<file path="config.mk">
export PLATFORM = sky130hd
export DESIGN_NAME = dual_host_arb
export DESIGN_NICKNAME = d
export VERILOG_FILES = /design/src/rtl/dhra_pkg.sv /design/src/rtl/dhra_req_latch.sv /design/src/rtl/dhra_arb_core.sv /design/src/rtl/dhra_mp_hs.sv /design/src/rtl/dual_host_arb.sv
export SDC_FILE = /design/constraint.sdc
export NUM_CORES = 1
export LEC_CHECK = 0
export ABC_CLOCK_PERIOD_IN_PS = 3400
export CAP_MARGIN = 20
export CORE_UTILIZATION = 64
export CTS_CLUSTER_SIZE = 40
export DETAILED_ROUTE_END_ITERATION = 7
export DONT_BUFFER_PORTS = 1
export PLACE_DENSITY_LB_ADDON = 0.12
export SETUP_SLACK_MARGIN = 0.2
export SLEW_MARGIN = 30
export SYNTH_ARGS = -nofsm -noshare
export SYNTH_HDL_FRONTEND = slang
export SYNTH_HIERARCHICAL = 1
export SYNTH_SLANG_ARGS = --single-unit
export TNS_END_PERCENT = 30
</file>
<file path="constraint.sdc">
create_clock -name clk -period 3.4 [get_ports clk]
set_input_delay 0.51 -clock clk [delete_from_list [all_inputs] [get_ports clk]]
set_output_delay 0.51 -clock clk [all_outputs]
set_load 0.05 [all_outputs]
</file>
<file path="src/rtl/dhra_pkg.sv">
package dhra_pkg;
    typedef enum logic [1:0] {
        ST_IDLE = 2'd0,
        ST_SP   = 2'd1,
        ST_MP   = 2'd2
    } arb_st_e;
endpackage

</file>
<file path="src/rtl/dhra_req_latch.sv">
module dhra_req_latch #(
    parameter int AW = 8,
    parameter int DW = 8
) (
    input  logic          clk,
    input  logic          rst_n,
    input  logic          req_i,
    input  logic          wr_i,
    input  logic [AW-1:0] addr_i,
    input  logic [DW-1:0] wdata_i,
    input  logic          clr_i,
    output logic          pend_o,
    output logic          wr_o,
    output logic [AW-1:0] addr_o,
    output logic [DW-1:0] wdata_o
);
    typedef struct packed {
        logic          pend;
        logic          wr;
        logic [AW-1:0] addr;
        logic [DW-1:0] wdata;
    } lat_t;

    lat_t lat_d, lat_q;

    always_comb begin
        lat_d = lat_q;
        if (clr_i) begin
            lat_d.pend = 1'b0;
        end else if (req_i && !lat_q.pend) begin
            lat_d.pend  = 1'b1;
            lat_d.wr    = wr_i;
            lat_d.addr  = addr_i;
            lat_d.wdata = wdata_i;
        end
    end

    always_ff @(posedge clk) begin
        if (!rst_n) lat_q <= '0;
        else        lat_q <= lat_d;
    end

    assign pend_o  = lat_q.pend;
    assign wr_o    = lat_q.wr;
    assign addr_o  = lat_q.addr;
    assign wdata_o = lat_q.wdata;

    // a held request keeps its captured fields until cleared
    a_r10_hold_fields: assert property (@(posedge clk) disable iff (!rst_n)
        (lat_q.pend && !clr_i) |=> (lat_q.pend && $stable(lat_q.addr) && $stable(lat_q.wdata)));
endmodule

</file>
<file path="src/rtl/dhra_arb_core.sv">
module dhra_arb_core
    import dhra_pkg::*;
#(
    parameter int            AW        = 8,
    parameter int            DW        = 8,
    parameter int            ACC_CYC   = 3,
    parameter logic [AW-1:0] BOOT_ADDR = '1
) (
    input  logic          clk,
    input  logic          rst_n,
    input  logic          sp_pend_i,
    input  logic          sp_wr_i,
    input  logic [AW-1:0] sp_addr_i,
    input  logic [DW-1:0] sp_wdata_i,
    input  logic          mp_pend_i,
    input  logic          mp_wr_i,
    input  logic [AW-1:0] mp_addr_i,
    input  logic [DW-1:0] mp_wdata_i,
    input  logic [DW-1:0] reg_rdata_i,
    output logic          reg_en_o,
    output logic          reg_wr_o,
    output logic [AW-1:0] reg_addr_o,
    output logic [DW-1:0] reg_wdata_o,
    output logic          sp_clr_o,
    output logic          mp_clr_o,
    output logic          sp_done_o,
    output logic          mp_done_o,
    output logic [DW-1:0] sp_rdata_o,
    output logic [DW-1:0] mp_rdata_o,
    output logic          booted_o
);
    localparam int CW = (ACC_CYC > 1) ? $clog2(ACC_CYC) : 1;
    localparam logic [CW-1:0] LAST = CW'(ACC_CYC - 1);

    typedef struct packed {
        arb_st_e       st;
        logic [CW-1:0] cnt;
        logic          sp_done;
        logic          mp_done;
        logic [DW-1:0] sp_rdata;
        logic [DW-1:0] mp_rdata;
        logic          booted;
    } core_t;

    core_t core_d, core_q;
    logic  last_w;

    always_comb begin
        core_d         = core_q;
        core_d.sp_done = 1'b0;
        core_d.mp_done = 1'b0;
        sp_clr_o       = 1'b0;
        mp_clr_o       = 1'b0;
        last_w         = (core_q.cnt == LAST);
        unique case (core_q.st)
            ST_IDLE: begin
                if (sp_pend_i && core_q.booted) begin
                    core_d.st  = ST_SP;
                    core_d.cnt = '0;
                end else if (sp_pend_i) begin
                    sp_clr_o        = 1'b1;
                    core_d.sp_done  = 1'b1;
                    core_d.sp_rdata = '0;
                end else if (mp_pend_i) begin
                    core_d.st  = ST_MP;
                    core_d.cnt = '0;
                end
            end
            ST_SP: begin
                if (last_w) begin
                    core_d.st      = ST_IDLE;
                    sp_clr_o       = 1'b1;
                    core_d.sp_done = 1'b1;
                    if (!sp_wr_i) core_d.sp_rdata = reg_rdata_i;
                end else begin
                    core_d.cnt = core_q.cnt + 1'b1;
                end
            end
            ST_MP: begin
                if (last_w) begin
                    core_d.st      = ST_IDLE;
                    mp_clr_o       = 1'b1;
                    core_d.mp_done = 1'b1;
                    if (!mp_wr_i) core_d.mp_rdata = reg_rdata_i;
                    if (mp_wr_i && mp_addr_i == BOOT_ADDR && mp_wdata_i[0])
                        core_d.booted = 1'b1;
                end else begin
                    core_d.cnt = core_q.cnt + 1'b1;
                end
            end
            default: core_d.st = ST_IDLE;
        endcase
    end

    always_ff @(posedge clk) begin
        if (!rst_n) core_q <= '0;
        else        core_q <= core_d;
    end

    always_comb begin
        reg_en_o    = (core_q.st != ST_IDLE);
        reg_addr_o  = (core_q.st == ST_SP) ? sp_addr_i  : mp_addr_i;
        reg_wdata_o = (core_q.st == ST_SP) ? sp_wdata_i : mp_wdata_i;
        reg_wr_o    = reg_en_o && ((core_q.st == ST_SP) ? sp_wr_i : mp_wr_i);
    end

    assign sp_done_o  = core_q.sp_done;
    assign mp_done_o  = core_q.mp_done;
    assign sp_rdata_o = core_q.sp_rdata;
    assign mp_rdata_o = core_q.mp_rdata;
    assign booted_o   = core_q.booted;

    // the address stays put for the whole access window
    a_r2_addr_held: assert property (@(posedge clk) disable iff (!rst_n)
        (reg_en_o && core_q.cnt != LAST) |=> (reg_en_o && $stable(reg_addr_o)));
    // with both pending at idle, the microprocessor is not granted next
    a_r3_serial_first: assert property (@(posedge clk) disable iff (!rst_n)
        (core_q.st == ST_IDLE && sp_pend_i && mp_pend_i) |=> (core_q.st != ST_MP));
    // a running microprocessor access is never cut short
    a_r6_no_preempt: assert property (@(posedge clk) disable iff (!rst_n)
        (core_q.st == ST_MP && core_q.cnt != LAST) |=> (core_q.st == ST_MP));
    // no serial grant before boot
    a_r8_boot_gate: assert property (@(posedge clk) disable iff (!rst_n)
        (core_q.st == ST_SP) |-> core_q.booted);
    // the boot flag is sticky
    a_r9_boot_sticky: assert property (@(posedge clk) disable iff (!rst_n)
        core_q.booted |=> core_q.booted);
endmodule

</file>
<file path="src/rtl/dhra_mp_hs.sv">
module dhra_mp_hs (
    input  logic clk,
    input  logic rst_n,
    input  logic mode_ack_i,
    input  logic mp_pend_i,
    input  logic mp_done_i,
    output logic mp_rdy_o,
    output logic mp_dtack_n_o
);
    always_comb begin
        mp_rdy_o     = !(!mode_ack_i && mp_pend_i);
        mp_dtack_n_o = !(mode_ack_i && mp_done_i);
    end

    // the acknowledge strobe lasts a single cycle
    a_r5_dtack_pulse: assert property (@(posedge clk) disable iff (!rst_n)
        !mp_dtack_n_o |=> mp_dtack_n_o);
    // in wait style the acknowledge strobe never fires
    a_r4_wait_no_dtack: assert property (@(posedge clk) disable iff (!rst_n)
        !mode_ack_i |-> mp_dtack_n_o);
endmodule

</file>
<file path="src/rtl/dual_host_arb.sv">
module dual_host_arb #(
    parameter int            AW        = 8,
    parameter int            DW        = 8,
    parameter int            ACC_CYC   = 3,
    parameter logic [AW-1:0] BOOT_ADDR = '1
) (
    input  logic          clk,
    input  logic          rst_n,
    input  logic          mp_mode_ack,
    input  logic          mp_req,
    input  logic          mp_wr,
    input  logic [AW-1:0] mp_addr,
    input  logic [DW-1:0] mp_wdata,
    output logic          mp_rdy,
    output logic          mp_dtack_n,
    output logic [DW-1:0] mp_rdata,
    input  logic          sp_req,
    input  logic          sp_wr,
    input  logic [AW-1:0] sp_addr,
    input  logic [DW-1:0] sp_wdata,
    output logic          sp_done,
    output logic [DW-1:0] sp_rdata,
    output logic          boot_ok,
    output logic          reg_en,
    output logic          reg_wr,
    output logic [AW-1:0] reg_addr,
    output logic [DW-1:0] reg_wdata,
    input  logic [DW-1:0] reg_rdata
);
    logic          sp_pend, sp_wr_l, sp_clr;
    logic [AW-1:0] sp_addr_l;
    logic [DW-1:0] sp_wdata_l;
    logic          mp_pend, mp_wr_l, mp_clr, mp_done;
    logic [AW-1:0] mp_addr_l;
    logic [DW-1:0] mp_wdata_l;

    dhra_req_latch #(.AW(AW), .DW(DW)) u_sp_lat (
        .clk(clk), .rst_n(rst_n), .req_i(sp_req), .wr_i(sp_wr),
        .addr_i(sp_addr), .wdata_i(sp_wdata), .clr_i(sp_clr),
        .pend_o(sp_pend), .wr_o(sp_wr_l), .addr_o(sp_addr_l), .wdata_o(sp_wdata_l)
    );

    dhra_req_latch #(.AW(AW), .DW(DW)) u_mp_lat (
        .clk(clk), .rst_n(rst_n), .req_i(mp_req), .wr_i(mp_wr),
        .addr_i(mp_addr), .wdata_i(mp_wdata), .clr_i(mp_clr),
        .pend_o(mp_pend), .wr_o(mp_wr_l), .addr_o(mp_addr_l), .wdata_o(mp_wdata_l)
    );

    dhra_arb_core #(.AW(AW), .DW(DW), .ACC_CYC(ACC_CYC), .BOOT_ADDR(BOOT_ADDR)) u_core (
        .clk(clk), .rst_n(rst_n),
        .sp_pend_i(sp_pend), .sp_wr_i(sp_wr_l), .sp_addr_i(sp_addr_l), .sp_wdata_i(sp_wdata_l),
        .mp_pend_i(mp_pend), .mp_wr_i(mp_wr_l), .mp_addr_i(mp_addr_l), .mp_wdata_i(mp_wdata_l),
        .reg_rdata_i(reg_rdata),
        .reg_en_o(reg_en), .reg_wr_o(reg_wr), .reg_addr_o(reg_addr), .reg_wdata_o(reg_wdata),
        .sp_clr_o(sp_clr), .mp_clr_o(mp_clr), .sp_done_o(sp_done), .mp_done_o(mp_done),
        .sp_rdata_o(sp_rdata), .mp_rdata_o(mp_rdata), .booted_o(boot_ok)
    );

    dhra_mp_hs u_hs (
        .clk(clk), .rst_n(rst_n), .mode_ack_i(mp_mode_ack),
        .mp_pend_i(mp_pend), .mp_done_i(mp_done),
        .mp_rdy_o(mp_rdy), .mp_dtack_n_o(mp_dtack_n)
    );
endmodule

</file>
; ---- Word-level counts from Yosys, hierarchy flattened
; Index checks and enable logic that the tools add are counted.
[classes]
addsub = 1
n_mul = 0
div_mod_pow = 0
n_lt_le_gt_ge = 0
n_eq_ne = 12
shifts = 0
n_mux = 20
bitwise_logic = 4
n_reduce_logical = 27
[ops]
columns = cell, count
row1 = 2-to-1 mux 8 bit, 6
row2 = case mux 8 bit (2 select lines), 1
row3 = 2-to-1 mux 4 bit, 3
row4 = AND reduction 3 bit, 3
row5 = "equality test 8 bit, second input constant", 1
row6 = logical AND 1 bit, 8
row7 = "inequality test 2 bit, second input constant", 4
row8 = case mux 2 bit (2 select lines), 2
row9 = "inequality test 3 x 2 -> 1 bit, second input constant", 2
row10 = nonzero test 2 bit, 3
row11 = OR reduction 2 bit, 3
row12 = logical NOT 1 bit, 5
row13 = 2-to-1 mux 1 bit, 5
row14 = AND reduction 5 bit, 1
row15 = "equality test 2 bit, second input constant", 2
row16 = 2-to-1 mux 2 bit, 2
row17 = "inequality test 2 x 1 -> 1 bit, second input constant", 2
row18 = NOT 1 bit, 4
row19 = AND reduction 2 bit, 2
row20 = AND reduction 4 bit, 1
row21 = "adder 2 x 1 -> 2 bit, second input constant", 1
row22 = "equality test 2 x 1 -> 1 bit, second input constant", 1
row23 = logical NOT 2 bit, 1
row24 = case mux 1 bit (2 select lines), 1
[totals]
ff_bits = 59
latch_bits = 0
mem_bits_rw = 0
romBits = 0
in_bits = 47
output_inout_bits = 38
wordCells = 79
n_memories = 0

; ---- Longest topological paths before layout
; Gate-level depths: netlist of run 1.
[depth]
ltp_word = 5
ltp_mapped = 9
mapped_depth_nobuf = 7

; ---- By module
; Netlist of run 1, hierarchy kept.
[modules_own_cells]
columns = mod, instances, cells_per_inst, area_per_inst_um2, seq_area_each_um2
row1 = dhra_req_latch, 2, 78, 733.2, 360.3
row2 = dhra_arb_core, 1, 159, 1411.4, 460.4
row3 = dhra_mp_hs, 1, 2, 10.0, 0.0

; ---- Worst setup path before layout of run 1
; No wires, ideal clock.
[synth_path]
path_kind = reg-to-output
startpoint = register u_core/core_q[22] (netlist bit)
endpoint = output reg_wr
arrival_time_ns = 1.621
required_ns = 2.890
slack_ns = 1.269
path_stages_with_launch = 7
path_buffers = 2
path_cell_list = dfxtp_1 inv_1 ha_1 buf_6 buf_2 mux2i_1 nor2_1
[synth_between]
elab_chain_len = 3
elab_cells_between_ends = 4
classes_between = eq/ne (1) / mux (1) / reduce/logical (2)
[synth_rtl]
columns = item, line_no
row1 = from (decl), dhra_arb_core.sv:45  ; core_t core_d, core_q;
row2 = from (signal assigned), dhra_arb_core.sv:97  ; else core_q <= core_d;
row3 = equality test 2 x 1 -> 1 bit, dhra_arb_core.sv:104  ; reg_wr_o = reg_en_o && ((core_q.st == ST_SP) ? sp_wr_i : mp_wr_i);
row4 = 2-to-1 mux 1 bit, dhra_arb_core.sv:104
row5 = logical AND 1 bit (*), dhra_arb_core.sv:104
row6 = to (decl), dual_host_arb.sv:25  ; output logic reg_wr,
; Mark *: on every way between the ends. The rest lies on a longest branch, timed or not.

; ---- Worst setup path after layout of run 1
[layout_path]
startpoint = register u_core/core_q[22] (netlist bit)
endpoint = output reg_addr[6]
[layout_between]
elab_chain_len = 2
[layout_rtl]
columns = item, line_no
row1 = equality test 2 x 1 -> 1 bit, dhra_arb_core.sv:102  ; reg_addr_o = (core_q.st == ST_SP) ? sp_addr_i : mp_addr_i;
row2 = 2-to-1 mux 8 bit, dhra_arb_core.sv:102
row3 = to (decl), dual_host_arb.sv:26  ; output logic [AW-1:0] reg_addr,
; Every way passes these cells.

==> results of run 1 <==
-- through the flow --
| stage | setup slack [ns] | power, uW | util | hold WS [ns] | cell area [um2] |
|---|---|---|---|---|---|
| finish | 1.093 | 1493 | 0.6661 | 0.3013 | 2900 |
| global route | 0.9383 | 1563 | 0.6661 | 0.2798 | 2900 |
| CTS | 0.7700 | 1509 | 0.6655 | 0.2849 | 2898 |
| detailed placement | 1.142 | 952.4 | 0.6259 | 0.4476 | 2725 |
| global placement | 1.173 | 950.1 | 0.6259 | 0.4417 | 2725 |
| floorplan | 1.269 | 951.4 | - | 0.4313 | 2888 |
-- state kept, by name (all words and copies together) (netlist names), 4 cells and up --
register           count
u_sp_lat/wdata_o       8
u_mp_lat/addr_o        8
u_core/mp_rdata_o      8
u_sp_lat/addr_o        8
u_core/sp_rdata_o      8
u_mp_lat/wdata_o       8
u_core/core_q          4
-- power by group --
group	internal, uW	switching [uW]
combinational	70.8	117
clock	303	253
sequential	725	24.7
total	1100	395
-- cell type report --
type	instances	area [um2]
Inverter	8	30.03
Clock buffer	14	162.7
Clock inverter	2	10.01
Fill cell	371	1454
Sequential cell	59	1181
Timing Repair Buffer	4	30.03
Tap cell	52	65.06
Multi-Input combinational cell	214	1421
-- logic make-up (layout without fill, tap and decap cells) --
family	after synthesis	count (layout)
fa+ha+maj	4	4
flops	59	59
buf+inv	44	28
mux	61	61
simple gates	130	130
compound gates	19	19
-- routing by layer --
layer / up-vias / wire, um
li1: 981 / -
met1: 901 / 2467
met5: - / 0
met4: 0 / 61
met3: 8 / 385
met2: 65 / 2424
-- final timing paths --
kind / to / slack (ns) / cells after the start
setup / recovery: reg_addr[6] / 1.09 / 3
hold / removal: u_core/core_q[22] / 0.30 / 2
setup reg to reg: u_sp_lat/wdata_o[6] / 1.17 / 7
hold reg to reg: u_sp_lat/wdata_o[4] / 0.46 / 2
-- synth_stat cells (2+ instances only) --
| master | count |
|---|---|
| nand2_1 | 100 |
| dfxtp_1 | 59 |
| mux2i_1 | 45 |
| buf_4 | 18 |
| mux2_2 | 16 |
| buf_2 | 10 |
| nand3_1 | 9 |
| a21boi_1 | 8 |
| inv_1 | 6 |
| nor2_1 | 5 |
| ha_1 | 4 |
| buf_6 | 3 |
| clkbuf_1 | 3 |
| nand2b_1 | 3 |
| buf_12 | 2 |
| inv_2 | 2 |
| nand4_1 | 2 |
| nor3b_1 | 2 |
| nor3b_2 | 2 |
| o21a_1 | 2 |
| o21ai_2 | 2 |
==> flow_metrics.py, run 1 <==
metrics = {
    "clock_network": {
        "postCtsSetupBuffers": 0,
        "cts_sinks": 59,
        "numCtsBuffers": 9,
        "cts_tree": "done",
        "path_clk_slew_ns": 0.06,
        "cts-root-buf": "clkbuf_8",
        "htree_levels": 3,
        "cts_buffer_depth": 2,
        "hold_buffers": 0,
        "clkLatencyLatePin_ns": 0.33,
        "cts_resized": 0,
    },
    "synth": {
        "syn_area_um2": 2888,
        "synth_top_area_share": 0.4090,
        "ys_seq_area_frac": 0.4090,
        "synth.distinct_cells": 35,
        "yosysWarnings": 6,
        "syn-num-nets": 368,
        "synth_ff_type": "dfxtp_1",
        "synth_adder_area_share": 0.01733,
        "synth_compound_area_frac": 0.05806,
        "synth-simple-area-share": 0.1932,
        "synth_mux_area_frac": 0.2184,
        "ys_top_cells_by_area": "dfxtp_1, mux2i_1, nand2_1, mux2_2, buf_4",
        "syn-instance-count": 317,
        "ys_ff_latch": 59,
        "synth_top_family_by_area": "multiplexers",
        "async_reset_ff_frac": 0,
        "synth_edf_count": 0,
        "synthXorXnorAreaFrac": 0,
        "yosys.area.top_type": "dfxtp_1",
        "avgSynthCellArea_um2": 9.110,
    },
    "flow_run": {
        "drv_cap": 0,
    },
    "cells_and_area": {
        "final_common_cell": "nand2_1",
        "final_cell_mix": "nand2_1, dfxtp_1, mux2i_1",
        "finalNonFillerCells": 353,
        "nets": 347,
        "synthToLayoutAreaGrowth_pct": 0.4332,
        "drive_gt1_frac": 0.1528,
        "diodes": 0,
    },
    "power_and_ir_drop": {
        "power_density_nw_per_um2": 514.9,
        "p_leak_uw": 0.001154,
        "vdd_ir_drop_max_uv": 295.7,
    },
    "critical_path": {
        "cp_slowest_cell": "ha_2",
        "crit_path_max_fanout": 21,
        "critPathArrivalTime_ns": 1.80,
        "criticalPathCategory": "flip-flop to primary output",
        "cp-start-kind": "flip-flop",
        "worstPathCellList": "inv_1 -> ha_2 -> mux2_2",
        "worst-path-buf-inv": 1,
        "crit_start": "u_core/core_q[22]",
        "max_stage_delay_ns": 0.53,
        "timing.rr.start": "u_core/core_q[21]",
        "cp_top_family": "adder cells",
        "worstPathRequired_ns": 2.89,
        "cp-end-kind": "primary output",
    },
    "global_routing": {
        "grt_util_met1": 0.2976,
        "overflow": 0,
        "grt_util_met3": 0.1032,
        "grt_max_degree": 104,
        "grt_first_pass_wirelength_um": 8914,
        "met2_usage": 0.3495,
        "grt_pass1_vias": 1894,
        "antenna_found_initial": 0,
        "busiest_layer": "met2",
        "track_usage": 0.2359,
    },
    "routing": {
        "wl_per_cell_um": 15.13,
        "postRouteAntennaNets": 0,
        "wirelength_um": 5340,
        "dr.pass1.iters": 4,
        "remaining_drc_errors": 0,
        "vias_per_cell": 5.538,
        "drt_iter0_drc": 117,
        "vias": 1955,
    },
    "timing": {
        "drv_slew": 0,
        "setup_violations": 0,
        "rsz0062_at_grt": "false",
        "worst_slew_pin_slew_ns": 0.6665,
        "period_needed_ns": 2.307,
        "final-hold-violation-count": 0,
        "period_share": 0.6784,
        "skew_ns": 0.006226,
        "tns_ns": 0,
        "clock.fmax_mhz": 433.5,
        "relSlewSlack": 0.5551,
    },
    "floorplanning": {
        "die-area_um2": 4784,
        "die_height_um": 69.17,
        "core-area_um2": 4354,
        "start_util": 0.6632,
        "dieWidth_um": 69.17,
        "io_pins": 85,
        "row_count": 24,
    },
    "worst_hold_path": {
        "worstHoldPathType": "input pin to flip-flop",
        "min_from": "rst_n",
    },
    "placement": {
        "place.gp.congestion": 0.8440,
        "dpl.hpwl_um": 3498,
        "placedCellCount": 337,
        "io_buffers": 0,
    },
    "run_status": {
        "status": "completed",
    },
}
Note: power is estimated with default switching activity, not from simulation.
==> run 2, diff against run 1 <==
- ABC_CLOCK_PERIOD_IN_PS: 3400 -> 2300
- CORE_UTILIZATION: 64 -> 63
- clock period: 3.4 -> 2.3 ns (I/O delays scaled with it)
==> run 2 against run 1 <==
  * Design area rose by 2.0%
  * Global-route usage fell by 1.0 points
  * Combinational power rose by 51%
  * Worst hold slack got worse by 0.15 ns
  * Worst setup slack got worse by 0.83 ns
  * Critical path depth rose by 1
  * Highest routed layer unchanged
==> flow_metrics.py, run 2 (same netlist as run 1, synthesis figures left out) <==
metrics = {
    "clock_network": {
        "path_clk_slew_ns": 0.06,
        "cts_tree": "done",
        "postCtsSetupBuffers": 0,
        "cts_sinks": 59,
        "cts-root-buf": "clkbuf_8",
        "cts_buffer_depth": 2,
        "clkLatencyLatePin_ns": 0.32,
        "htree_levels": 3,
        "numCtsBuffers": 9,
    },
    "floorplanning": {
        "io_pins": 85,
        "start_util": 0.6587,
        "die_height_um": 69.71,
        "core-area_um2": 4384,
        "row_count": 24,
        "die-area_um2": 4859,
        "dieWidth_um": 69.71,
    },
    "routing": {
        "met2_length_um": 2406,
        "wirelength_um": 5254,
        "wl_per_cell_um": 14.84,
        "drt_iter0_drc": 87,
        "postRouteAntennaNets": 0,
        "highest_layer": "met4",
        "wl_met1_um": 2389,
        "wl_met3_um": 421,
        "remaining_drc_errors": 0,
        "vias_per_cell": 5.446,
        "vias": 1928,
        "dr.pass1.iters": 4,
    },
    "global_routing": {
        "overflow": 0,
        "antenna_found_initial": 0,
        "track_usage": 0.2258,
        "grt_first_pass_wirelength_um": 8569,
        "grt_pass1_vias": 1863,
        "grt_max_degree": 104,
    },
    "timing": {
        "rsz0062_at_grt": "true",
        "clock.fmax_mhz": 491.4,
        "relSlewSlack": 0.6272,
        "tns_ns": 0,
        "fin_ws_ns": 0.2649,
        "skew_ns": 0.004102,
        "setup_violations": 0,
        "worst_slew_pin_slew_ns": 0.5545,
        "period_share": 0.8848,
        "hold_ws_ns": 0.1519,
        "period_needed_ns": 2.035,
        "drv_slew": 0,
        "final-hold-violation-count": 0,
    },
    "critical_path": {
        "cp-start-kind": "flip-flop",
        "cp_slowest_cell": "mux2_2",
        "crit_path_max_fanout": 27,
        "max_stage_delay_ns": 0.50,
        "critPathArrivalTime_ns": 1.69,
        "cp-end-kind": "primary output",
        "worstPathCellList": "inv_1 -> ha_1 -> buf_8 -> mux2_2",
        "worstPathRequired_ns": 1.96,
        "criticalPathCategory": "flip-flop to primary output",
    },
    "cells_and_area": {
        "drive_gt1_frac": 0.1623,
        "synthToLayoutAreaGrowth_pct": 2.470,
        "final_cell_mix": "nand2_1, dfxtp_1, mux2i_1",
        "finalNonFillerCells": 354,
        "fillers": 372,
        "final_common_cell": "nand2_1",
        "diodes": 0,
        "nets": 350,
    },
    "power_and_ir_drop": {
        "power_uw": 2343,
        "p_leak_uw": 0.001187,
        "vdd_ir_drop_max_uv": 560.3,
        "power_density_nw_per_um2": 791.7,
    },
    "placement": {
        "dpl.hpwl_um": 3511,
        "io_buffers": 0,
        "placedCellCount": 340,
        "pre_cts_slack_ns": 0.5123,
        "place.gp.congestion": 0.7640,
    },
    "flow_run": {
        "drv_cap": 0,
    },
    "run_status": {
        "status": "completed",
    },
    "worst_hold_path": {
        "worstHoldPathType": "input pin to flip-flop",
    },
}
-- run 2: power by group --
group          internal [uW]  switching [uW]  total [uW]
registers               1070            35.0        1110
logic                    109             175         284
clock network            575             377         953
total                   1760             587        2340
-- run 2: final cells by class --
type | instances | area, um2 | area share
multi-input combinational | 214 | 1423 | 0.4808
clock inverter | 2 | 35.03 | 0.01184
clock buffer | 12 | 165.2 | 0.05581
sequential | 59 | 1181 | 0.3992
tap | 52 | 65.06 | 0.02199
inverter | 8 | 30.03 | 0.01015
timing repair buffer | 7 | 60.06 | 0.02030
-- run 2: metal layers --
metal	global-route usage	vias to the layer above
met3	0.09448	4
met1	0.2755	885
met2	0.3517	52
li1	-	987
met5	0	-
met4	0.09333	0
-- run 2: worst paths after layout --
kind,startpoint,end,slack (ns),cells past startpoint
worst max-delay path,u_core/core_q[22],reg_addr[0],0.26,4
worst min-delay path,reg_rdata[6],u_core/mp_rdata_o[6],0.15,2
worst max register to register,u_core/core_q[21],u_sp_lat/wdata_o[4],0.58,7
worst min register to register,u_sp_lat/wdata_o[5],u_sp_lat/wdata_o[5],0.46,2
-- run 2: critical path, delay by kind of cell, from the launching register on --
kind,cells,cell delay [ns]
flip-flops,1,0.32
buffers and inverters,2,0.33
multiplexers,1,0.50
adder cells (fa/ha/maj),1,0.21
-- run 2: per-stage QoR --
step / utilization / cell area, um2
final: 0.6749 / 2959
after global routing: 0.6749 / 2959
after CTS: 0.6732 / 2952
after detailed placement: 0.6267 / 2748
after global placement: 0.6267 / 2748
after floorplan: - / 2888
-- run 2: repair_timing --
action | 4_1_cts | 5_1_grt
hold endpoints to repair | 0 | 0
setup endpoints to repair | 16 | 17
hold buffers | 0 | 0
resized for setup | 1 | 2
